<file path="config.mk">
export PLATFORM = sky130hd
export DESIGN_NAME = genlock_source_select
export DESIGN_NICKNAME = d
export VERILOG_FILES = /design/src/rtl/gensel_pkg.sv /design/src/rtl/gensel_measure.sv /design/src/rtl/gensel_ctrl.sv /design/src/rtl/genlock_source_select.sv
export SDC_FILE = /design/constraint.sdc
export NUM_CORES = 1
export LEC_CHECK = 0
export BUFFER_PORTS_ARGS = -buffer_cell sky130_fd_sc_hd__buf_4
export CORE_UTILIZATION = 55
export CTS_BUF_LIST = sky130_fd_sc_hd__clkbuf_16
export DETAILED_ROUTE_END_ITERATION = 8
export PLACE_DENSITY_LB_ADDON = 0.3
export SYNTH_ARGS = -nofsm -noshare
export SYNTH_HDL_FRONTEND = slang
export SYNTH_SLANG_ARGS = --single-unit
</file>
<file path="constraint.sdc">
create_clock -name clk -period 3.4 [get_ports clk]
set_input_delay 0 -clock clk [delete_from_list [all_inputs] [get_ports clk]]
set_output_delay 0 -clock clk [all_outputs]
set_load 0.05 [all_outputs]
</file>
<file path="src/rtl/gensel_pkg.sv">
package gensel_pkg;

  // Events decoded from the reference input, valid for the current cycle
  typedef struct packed {
    logic fall;       // falling edge sampled this cycle
    logic lineGap;    // falling edge at full-line spacing
    logic halfGap;    // falling edge at half-line spacing
    logic noRef;      // no falling edge for the loss window
    logic broadEnd;   // a broad low pulse just ended
    logic narrowEnd;  // a short low pulse just ended
  } refEvt_t;

  typedef enum logic [1:0] {
    ST_LOCAL  = 2'd0,
    ST_LOCKED = 2'd1,
    ST_HOLD   = 2'd2
  } modeState_t;

endpackage

</file>
<file path="src/rtl/gensel_measure.sv">
module gensel_measure
  import gensel_pkg::*;
#(
  parameter int LINE_CYC   = 64,
  parameter int LOSS_LINES = 4
) (
  input  logic    clk,
  input  logic    rstN,
  input  logic    refSyncN,
  output refEvt_t evt
);

  localparam int HALF_CYC  = LINE_CYC / 2;
  localparam int LINE_TOL  = LINE_CYC / 10;
  localparam int HALF_TOL  = HALF_CYC / 10;
  localparam int LOSS_CYC  = LINE_CYC * LOSS_LINES;
  localparam int BROAD_MIN = LINE_CYC / 4 + 1;
  localparam int GAP_W     = $clog2(LOSS_CYC + 1);
  localparam int LOW_W     = $clog2(BROAD_MIN + 1);

  logic             prevLevel;
  logic [GAP_W-1:0] gapCnt;
  logic [LOW_W-1:0] lowCnt;
  logic             fallNow;
  logic             riseNow;

  assign fallNow = prevLevel & ~refSyncN;
  assign riseNow = ~prevLevel & refSyncN;

  // gapCnt holds the spacing to the previous fall when a new fall is seen
  always_ff @(posedge clk) begin
    if (!rstN) begin
      prevLevel <= 1'b1;
      gapCnt    <= GAP_W'(LOSS_CYC);
      lowCnt    <= '0;
    end else begin
      prevLevel <= refSyncN;
      if (fallNow)
        gapCnt <= GAP_W'(1);
      else if (gapCnt != GAP_W'(LOSS_CYC))
        gapCnt <= gapCnt + GAP_W'(1);
      if (refSyncN)
        lowCnt <= '0;
      else if (lowCnt != LOW_W'(BROAD_MIN))
        lowCnt <= lowCnt + LOW_W'(1);
    end
  end

  always_comb begin
    evt           = '0;
    evt.fall      = fallNow;
    evt.lineGap   = fallNow && (gapCnt >= GAP_W'(LINE_CYC - LINE_TOL))
                            && (gapCnt <= GAP_W'(LINE_CYC + LINE_TOL));
    evt.halfGap   = fallNow && (gapCnt >= GAP_W'(HALF_CYC - HALF_TOL))
                            && (gapCnt <= GAP_W'(HALF_CYC + HALF_TOL));
    evt.noRef     = (gapCnt == GAP_W'(LOSS_CYC));
    evt.broadEnd  = riseNow && (lowCnt == LOW_W'(BROAD_MIN));
    evt.narrowEnd = riseNow && (lowCnt != LOW_W'(BROAD_MIN));
  end

endmodule

</file>
<file path="src/rtl/gensel_ctrl.sv">
module gensel_ctrl
  import gensel_pkg::*;
#(
  parameter int LOCK_EDGES = 8,
  parameter int HOLD_CYC   = 100
) (
  input  logic    clk,
  input  logic    rstN,
  input  logic    forceLocal,
  input  refEvt_t evt,
  output logic    genlockMode,
  output logic    hPhaseStrobe,
  output logic    vResetStrobe
);

  localparam int LOCK_W = $clog2(LOCK_EDGES + 1);
  localparam int HOLD_W = $clog2(HOLD_CYC + 1);

  modeState_t        state;
  logic [LOCK_W-1:0] lockCnt;
  logic [LOCK_W-1:0] lockNxt;
  logic [HOLD_W-1:0] holdCnt;
  logic [1:0]        broadRun;
  logic              goodEdge;
  logic              lockHit;
  logic              locked;

  assign goodEdge = evt.lineGap | evt.halfGap;
  assign locked   = (state == ST_LOCKED);
  assign lockHit  = (lockNxt == LOCK_W'(LOCK_EDGES));

  always_comb begin
    lockNxt = lockCnt;
    if (evt.fall) begin
      if (!goodEdge)
        lockNxt = '0;
      else if (lockCnt != LOCK_W'(LOCK_EDGES))
        lockNxt = lockCnt + LOCK_W'(1);
    end else if (evt.noRef) begin
      lockNxt = '0;
    end
  end

  always_ff @(posedge clk) begin
    if (!rstN || forceLocal) begin
      state        <= ST_LOCAL;
      lockCnt      <= '0;
      holdCnt      <= '0;
      broadRun     <= '0;
      hPhaseStrobe <= 1'b0;
      vResetStrobe <= 1'b0;
    end else begin
      lockCnt      <= lockNxt;
      hPhaseStrobe <= locked & evt.lineGap;
      vResetStrobe <= locked & evt.broadEnd & (broadRun == 2'd1);

      if (evt.noRef)
        broadRun <= '0;
      else if (evt.broadEnd && broadRun != 2'd2)
        broadRun <= broadRun + 2'd1;
      else if (evt.narrowEnd)
        broadRun <= '0;

      unique case (state)
        ST_LOCAL: begin
          if (lockHit) state <= ST_LOCKED;
        end
        ST_LOCKED: begin
          if (evt.noRef) begin
            state   <= ST_HOLD;
            holdCnt <= '0;
          end
        end
        ST_HOLD: begin
          if (lockHit)
            state <= ST_LOCKED;
          else if (holdCnt == HOLD_W'(HOLD_CYC - 1))
            state <= ST_LOCAL;
          else
            holdCnt <= holdCnt + HOLD_W'(1);
        end
        default: state <= ST_LOCAL;
      endcase
    end
  end

  assign genlockMode = (state != ST_LOCAL);

endmodule

</file>
<file path="src/rtl/genlock_source_select.sv">
module genlock_source_select
  import gensel_pkg::*;
#(
  parameter int LINE_CYC   = 64,
  parameter int LOSS_LINES = 4,
  parameter int LOCK_EDGES = 8,
  parameter int HOLD_CYC   = 100
) (
  input  logic clk,
  input  logic rstN,
  input  logic forceLocal,
  input  logic refSyncN,
  output logic genlockMode,
  output logic hPhaseStrobe,
  output logic vResetStrobe
);

  refEvt_t evt;

  gensel_measure #(
    .LINE_CYC  (LINE_CYC),
    .LOSS_LINES(LOSS_LINES)
  ) u_measure (
    .clk     (clk),
    .rstN    (rstN),
    .refSyncN(refSyncN),
    .evt     (evt)
  );

  gensel_ctrl #(
    .LOCK_EDGES(LOCK_EDGES),
    .HOLD_CYC  (HOLD_CYC)
  ) u_ctrl (
    .clk         (clk),
    .rstN        (rstN),
    .forceLocal  (forceLocal),
    .evt         (evt),
    .genlockMode (genlockMode),
    .hPhaseStrobe(hPhaseStrobe),
    .vResetStrobe(vResetStrobe)
  );

endmodule

</file>
==> summary.txt, run 1 <==
Setup path
  – CP max stage cell: or4_4
  – CP Capture Point: u_ctrl.holdCnt[5]
  – Critical path peak fanout: 10
  – CP max stage delay: 0.58 ns
  – Worst path required time: 3.62 ns
  – Worst path cell trace: or4_4 > o31a_1 > and2_4 > or3_1 > or4_1 > nand3_1
  – FF-to-FF End: u_ctrl.holdCnt[5]
  – Cell count of the worst reg-to-reg path: 6
  – WS Path Type: flop to flop
  – Setup crit start: u_measure.gapCnt[2]
  – Reg-to-reg startpoint: u_measure.gapCnt[2]
  – Critical path arrival: 2.73 ns
  – Worst reg-to-reg setup slack: 0.89 ns
  – CP startpoint kind: flop
  – Crit. End Element: flop

Detailed routing
  – Vias: 1558
  – Vias/cell: 5.71
  – DR pass1 iterations: 5
  – Antenna viol nets, final: 0
  – WL/cell: 12.9 um
  – Final WL: 3530 um
  – Initial DRC Count: 62
  – # DRC: 0

Global routing
  – Antenna violations before repair: 0
  – First-pass GRT wire length: 6180 um
  – Total track usage: 0.236
  – GRT Residual Overflow: 0
  – Vias in the first global route: 1468
  – Largest net degree at the start of global routing: 12

Final layout
  – P&R area growth vs syn: 13.4%
  – Ant diodes: 0
  – Fill count: 273
  – Fraction of layout cells with a size suffix above 1: 0.0961
  – # nets final: 243
  – Sequential cell area: 641 um^2
  – Multi-input gate area: 1100 um^2

Hold path
  – Hold/Removal Path Class: primary input to flop

STA
  – Fin crit period: 2.51 ns
  – RSZ-0062 raised after global routing: false
  – Final setup viols: 0
  – Layout Skew: 0.00234 ns
  – Worst Max-Slew Pin Slew: 0.860 ns
  – Slew Viols, Final: 0
  – PnR worst setup slack: 0.894 ns
  – Fmax: 399 MHz
  – Setup TNS: 0 ns
  – Rel. slew slack: 0.423
  – Final hold vios: 0
  – Final Cycle Share: 0.737

Yosys
  – Fraction of registers with async set/reset: 0
  – Simple-Gate Fraction of Synth Area: 0.329
  – Adder-cell share of the synthesized area: 0.0763
  – Mux contribution to synthesized area: 0.00555
  – Syn Nets: 230
  – Largest cells by area after synthesis: dfxtp_1 36%, ha_1 7.6%, nand2_1 4.8%, nand3_1 4.4%, nor2_1 4.0%
  – Yosys warning count: 0
  – Yosys reg bits: 32
  – Mapped Cells: 215
  – Syn Std Cell Area: 1800 um^2
  – Seq/Total Area, Yosys: 0.355
  – Cell variety after synth: 49
  – Avg Cell Area, Syn: 8.39 um^2
  – Compound-Gate Fraction of Synth Area: 0.152
  – Synth area leader: dfxtp_1
  – Yosys top cell area share: 0.355
  – Post-synthesis xor/xnor area fraction: 0.0486
  – Post-synth EDFFs: 0
  – Largest family of logic cells by synthesized area: simple AND/OR/NAND/NOR gates
  – Post-synth top flop: dfxtp_1

Place
  – Buffers on Ports: 6
  – Placement Setup Slack: 0.923 ns
  – Final RePlAce weighted congestion: 0.923
  – DP HPWL: 2480 um

Flow run
  – Maxcap violations: 0

Die
  – Core area: 3080 um^2
  – # rows: 20
  – Die Width: 59.3 um
  – Initial Util: 0.586
  – # IOs: 7
  – Die extent in y: 59.3 um
  – Die ar.: 3510 um^2

Clocking
  – Clock Pin Slew Worst Setup and Hold Paths: 0.05 ns
  – H-Tree Depth: 2
  – Worst-skew pair later-pin latency: 0.28 ns
  – Cts bufs inserted: 5
  – Root Buffer: clkbuf_16
  – CTS max path bufs: 2
  – CTS tree: yes
  – Clk sinks: 32

Power and ir drop
  – Peak supply drop: 0.327 mV
  – Power per cell area: 431 nW/um^2
  – Pleak: 0.000749 uW

Run status
  – Status: completed
[synthesized netlist by cell type (4+ instances only)]
cell,count
o21ai_0,5
xor2_1,6
nand2_1,23
inv_1,10
or3_1,5
xnor2_1,4
a21oi_1,14
nand3_1,16
nor4_1,4
ha_1,11
nand2b_1,7
nor2_1,19
dfxtp_1,32
nor3_1,7
o211ai_1,5
[worst min path at each step]
| stage | from | endpoint | slack [ns] | depth (start not counted) |
|---|---|---|---|---|
| floorplan | rstN | u_measure.gapCnt[8] | 0.06 | 1 |
| global placement | rstN | u_measure.gapCnt[8] | 0.21 | 2 |
| detailed placement | rstN | u_measure.gapCnt[8] | 0.21 | 2 |
| CTS | forceLocal | u_ctrl.vResetStrobe | 0.03 | 4 |
| global route | forceLocal | u_ctrl.vResetStrobe | 0.06 | 4 |
| finish | forceLocal | u_ctrl.vResetStrobe | 0.03 | 4 |
[power breakdown]
part	total [uW]	leakage, uW	internal, uW	switching [uW]
combinational	65.5	0.000419	28.0	37.5
sequential	392	0.000259	382	9.48
clock	423	0.0000710	265	158
[per-layer routing]
| layer | global-route usage | vias up | share of wire |
|---|---|---|---|
| met5 | 0 | - | 0 |
| met3 | 0.0655 | 8 | 0.044 |
| met1 | 0.286 | 718 | 0.47 |
| met4 | 0.116 | 0 | 0.023 |
| li1 | - | 800 | - |
| met2 | 0.382 | 32 | 0.46 |
[area by class of cell]
| cell class | instances | share of cell area |
|---|---|---|
| repair buffers | 9 | 0.0343 |
| inverters | 10 | 0.0184 |
| flip-flops and latches | 32 | 0.313 |
| multi-input cells | 170 | 0.539 |
| clock buffers | 5 | 0.0612 |
| well taps | 44 | 0.0269 |
| clock inverters | 3 | 0.00673 |
[flip-flops by register name, summed over array words and instances, names as in the netlist]
name                 flops
u_ctrl.broadRun          2
u_ctrl.state             2
u_ctrl.lockCnt           4
u_ctrl.holdCnt           7
u_measure.prevLevel      1
u_ctrl.vResetStrobe      1
u_measure.lowCnt         5
u_measure.gapCnt         9
u_ctrl.hPhaseStrobe      1
[through the flow]
stage / area [um^2] / util / cells / power (uW) / hold slack [ns]
after floorplan: 1800 / - / 215 / 442 / 0.0619
after global placement: 1900 / 0.616 / 264 / 461 / 0.205
after detailed placement: 1900 / 0.616 / 264 / 463 / 0.213
after CTS: 2040 / 0.664 / 273 / 884 / 0.0293
after global routing: 2040 / 0.664 / 273 / 911 / 0.0650
final: 2040 / 0.664 / 273 / 880 / 0.0283
[cells in the final DEF, fill, tap and decap left out, types with 6 or more instances in the layout]
| master | n |
|---|---|
| nand2b_1 | 7 |
| nor3_1 | 7 |
| nand2_1 | 23 |
| a21oi_1 | 14 |
| buf_4 | 8 |
| dfxtp_1 | 32 |
| nand3_1 | 16 |
| nor2_1 | 19 |
| ha_1 | 11 |
| xor2_1 | 6 |
| inv_1 | 10 |
[timing repair]
item                      in CTS  in global routing
hold buffers                   1                  0
setup buffers                  0                  0
hold endpoints to repair       1                  0
gates resized for setup        0                  0
[critical path, delay by kind of cell (launching register included)]
kind	cells	cell delay (ns)
and+or+nand+nor	5	1.71
DFF	1	0.38
AOI/OAI and AO/OA	1	0.36
[kinds of logic after synthesis]
| group | count (synthesis) |
|---|---|
| and+or+nand+nor | 108 |
| xor gates and xnor gates | 10 |
| muxes | 1 |
| adders and majority gates | 11 |
| buffers and inverters | 13 |
| DFF | 32 |
| AOI/OAI and AO/OA | 40 |
Power figures use the tool's default switching activity.
==> run 2: changes to the inputs <==
- ABC_AREA: not set -> 1
- clock period: 3.4 -> 2.15 ns (I/O delays scaled with it)
==> run 2 against run 1 <==
  * The flow now finishes with violations (negative hold slack)
  * Count of clock-buffer cells in the layout did not move
  * Register-to-register slack got worse by 0.70 ns
  * Power rose by 61%
  * Cell count rose by 21%
  * Critical endpoint is now u_ctrl.holdCnt[3]
  * Highest routed layer unchanged
==> summary.txt, run 2 <==
Yosys
  – Most numerous cell in the Yosys netlist: nand2_1 (was dfxtp_1)
  – Seq/Total Area, Yosys: 0.348 (was 0.355)
  – Syn Std Cell Area: 1840 um^2 (was 1800 um^2)
  – Post-synth EDFFs: 0 (unchanged)
  – Mapped Cells: 270 (was 215)
  – Synth cell count leaders: 59 x nand2_1, 34 x inv_1, 34 x nor2_1 (was 32 x dfxtp_1, 23 x nand2_1, 19 x nor2_1)
  – Yosys reg bits: 32 (unchanged)
  – Cell variety after synth: 26 (was 49)
  – Yosys top cell area share: 0.348 (was 0.355)
  – Syn Nets: 285 (was 230)
  – Synth area leader: dfxtp_1 (unchanged)
  – Yosys warning count: 0 (unchanged)
  – Fraction of registers with async set/reset: 0 (unchanged)
  – Avg Cell Area, Syn: 6.82 um^2 (was 8.39 um^2)
  – Post-synth top flop: dfxtp_1 (unchanged)
  – Largest cells by area after synthesis: dfxtp_1 35%, nand2_1 12%, ha_1 7.5%, a21oi_1 7.3%, inv_1 6.9% (was dfxtp_1 36%, ha_1 7.6%, nand2_1 4.8%, nand3_1 4.4%, nor2_1 4.0%)

Detailed routing
  – # DRC: 0 (unchanged)
  – DR pass1 iterations: 6 (was 5)
  – Vias/cell: 5.05 (was 5.71)
  – Vias: 1665 (was 1558)
  – Antenna viol nets, final: 0 (unchanged)
  – Initial DRC Count: 86 (was 62)
  – Final WL: 3520 um (was 3530 um)
  – WL/cell: 10.7 um (was 12.9 um)

Setup path
  – Worst path required time: 2.31 ns (was 3.62 ns)
  – CP max stage delay: 0.34 ns (was 0.58 ns)
  – Critical path arrival: 2.12 ns (was 2.73 ns)
  – WS Path Type: flop to flop (unchanged)
  – CP startpoint kind: flop (unchanged)
  – Worst path cell trace: inv_2 > nand2_1 > nor2_2 > nand3_2 > nor2_4 > inv_2 > nand3_1 > nand2_1 > nor2_2 > nand3_4 > a21oi_1 > nor2_1 (was or4_4 > o31a_1 > and2_4 > or3_1 > or4_1 > nand3_1)
  – CP max stage cell: dfxtp_1 (was or4_4)
  – Reg-to-reg startpoint: u_measure.gapCnt[6] (was u_measure.gapCnt[2])
  – Setup crit start: u_measure.gapCnt[6] (was u_measure.gapCnt[2])
  – Critical path peak fanout: 13 (was 10)
  – Crit. End Element: flop (unchanged)

Die
  – Core area: 3100 um^2 (was 3080 um^2)
  – # IOs: 7 (unchanged)
  – Die ar.: 3580 um^2 (was 3510 um^2)
  – Die extent in y: 59.9 um (was 59.3 um)
  – Initial Util: 0.594 (was 0.586)
  – # rows: 20 (unchanged)
  – Die Width: 59.9 um (was 59.3 um)

Place
  – DP HPWL: 2540 um (was 2480 um)
  – Final RePlAce weighted congestion: 0.932 (was 0.923)
  – Area after DPL: 1950 um^2 (was 1900 um^2)
  – Placement Setup Slack: 0.133 ns (was 0.923 ns)
  – Buffers on Ports: 6 (unchanged)

Final layout
  – Design area: 2110 um^2 (was 2040 um^2)
  – Biggest register: u_measure.gapCnt (unchanged)
  – Most frequent cells in the layout: 59 x nand2_1, 34 x inv_1, 34 x nor2_1 (was 32 x dfxtp_1, 23 x nand2_1, 19 x nor2_1)
  – # nets final: 300 (was 243)
  – Ant diodes: 0 (unchanged)
  – Leading cell type in the layout, fill and taps excluded: nand2_1 (was dfxtp_1)
  – Max reg flops: 9 (unchanged)
  – Largest registers: u_measure.gapCnt (9), u_ctrl.holdCnt (7), u_measure.lowCnt (5) (unchanged)
  – Fraction of layout cells with a size suffix above 1: 0.143 (was 0.0961)
  – P&R area growth vs syn: 14.5% (was 13.4%)

Global routing
  – GRT Residual Overflow: 0 (unchanged)
  – First-pass GRT wire length: 5960 um (was 6180 um)
  – Antenna violations before repair: 0 (unchanged)
  – Total track usage: 0.222 (was 0.236)
  – Vias in the first global route: 1422 (was 1468)
  – Largest net degree at the start of global routing: 14 (was 12)

Clocking
  – Root Buffer: clkbuf_16 (unchanged)
  – CTS max path bufs: 2 (unchanged)
  – CTS tree: yes (unchanged)
  – Worst-skew pair later-pin latency: 0.27 ns (was 0.28 ns)
  – Clk sinks: 32 (unchanged)
  – H-Tree Depth: 2 (unchanged)
  – Cts bufs inserted: 5 (unchanged)
  – Setup bufs post-CTS: 0 (unchanged)
  – Clock Pin Slew Worst Setup and Hold Paths: 0.05 ns (about the same)

Run status
  – Failing checks: negative hold slack
  – Status: finished with violations (was completed)

STA
  – PnR worst setup slack: 0.196 ns (was 0.894 ns)
  – Rel. slew slack: 0.683 (was 0.423)
  – Fmax: 512 MHz (was 399 MHz)
  – Fin crit period: 1.95 ns (was 2.51 ns)
  – Final hold vios: 1 (was 0)
  – Worst Max-Slew Pin Slew: 0.470 ns (was 0.860 ns)
  – Layout Skew: 0.00397 ns (was 0.00234 ns)
  – Slew Viols, Final: 0 (unchanged)
  – Final Cycle Share: 0.909 (was 0.737)
  – Final setup viols: 0 (unchanged)
  – Hold WS: -0.000873 ns (was 0.0283 ns)
  – Setup TNS: 0 ns (unchanged)

Power and ir drop
  – Pleak: 0.000875 uW (was 0.000749 uW)
  – Tot Pwr: 1410 uW (was 880 uW)
  – Peak supply drop: 0.694 mV (was 0.327 mV)
  – Power per cell area: 671 nW/um^2 (was 431 nW/um^2)

Flow run
  – Maxcap violations: 0 (unchanged)

Hold path
  – Hold/Removal Path Class: primary input to flop (unchanged)
  – Worst hold start: refSyncN (was forceLocal)
run 2: cell count changes after synthesis, moves of 8 or more:
cell / previous run / this run
a21oi_1: 14 / 27
inv_1: 10 / 34
inv_2: 0 / 8
nand2_1: 23 / 59
nand3_2: 0 / 8
nor2_1: 19 / 34
run 2: worst max-delay path: cells and delay by family, from the launching register on:
family	cells	cell delay, ns
AOI/OAI and AO/OA	1	0.17
buffers and inverters	2	0.22
DFF	1	0.34
and+or+nand+nor	9	1.10
run 2: where the power goes:
part | leakage, uW | internal (uW) | switching, uW
logic | 0.000545 | 46.3 | 86.4
clock network | 0.0000710 | 419 | 241
registers | 0.000259 | 607 | 15.4
run 2: what timing repair did:
item,in CTS,in global routing
gates resized for setup,0,3
setup endpoints to repair,0,8
hold buffers,1,0
endpoints found under the hold margin,1,0
run 2: stage by stage:
| stage | cells | utilization |
|---|---|---|
| 3_3_place_gp | 321 | 0.628 |
| 5_1_grt | 330 | 0.680 |
| 4_1_cts | 330 | 0.676 |
| 6_report | 330 | 0.680 |
| 3_5_place_dp | 321 | 0.628 |
| 2_1_floorplan | 270 | - |
run 2: path summary, 6_finish.rpt:
kind                                            end  slack, ns  depth (start not counted)
worst min-delay path            u_ctrl.vResetStrobe    -0.0009                          3
worst max register to register    u_ctrl.holdCnt[3]       0.20                         12
worst min register to register  u_measure.lowCnt[4]       0.47                          2
worst max-delay path              u_ctrl.holdCnt[3]       0.20                         12
run 2: cells by family after synthesis:
family	after synthesis	share of synthesized area
xor+xnor	6	0.0285
buf+inv	44	0.0944
fa+ha+maj	11	0.0747
flops	32	0.348
compound gates	41	0.115
simple gates	136	0.340
run 2: cell type report:
cell class                      count  area (um^2)
Clock buffer                        5          125
Clock inverter                      3         13.8
Fill cell                         289          993
Inverter                           42          158
Multi-Input combinational cell    194         1040
Sequential cell                    32          642
Tap cell                           44         55.1
Timing Repair Buffer               10         77.6
run 2: layer usage:
metal / global-route usage / up-vias / part of all wire
met4: 0.0731 / 0 / 0.0054
met3: 0.0736 / 2 / 0.046
met1: 0.288 / 734 / 0.49
met5: 0 / - / 0
li1: - / 894 / -
met2: 0.344 / 35 / 0.46
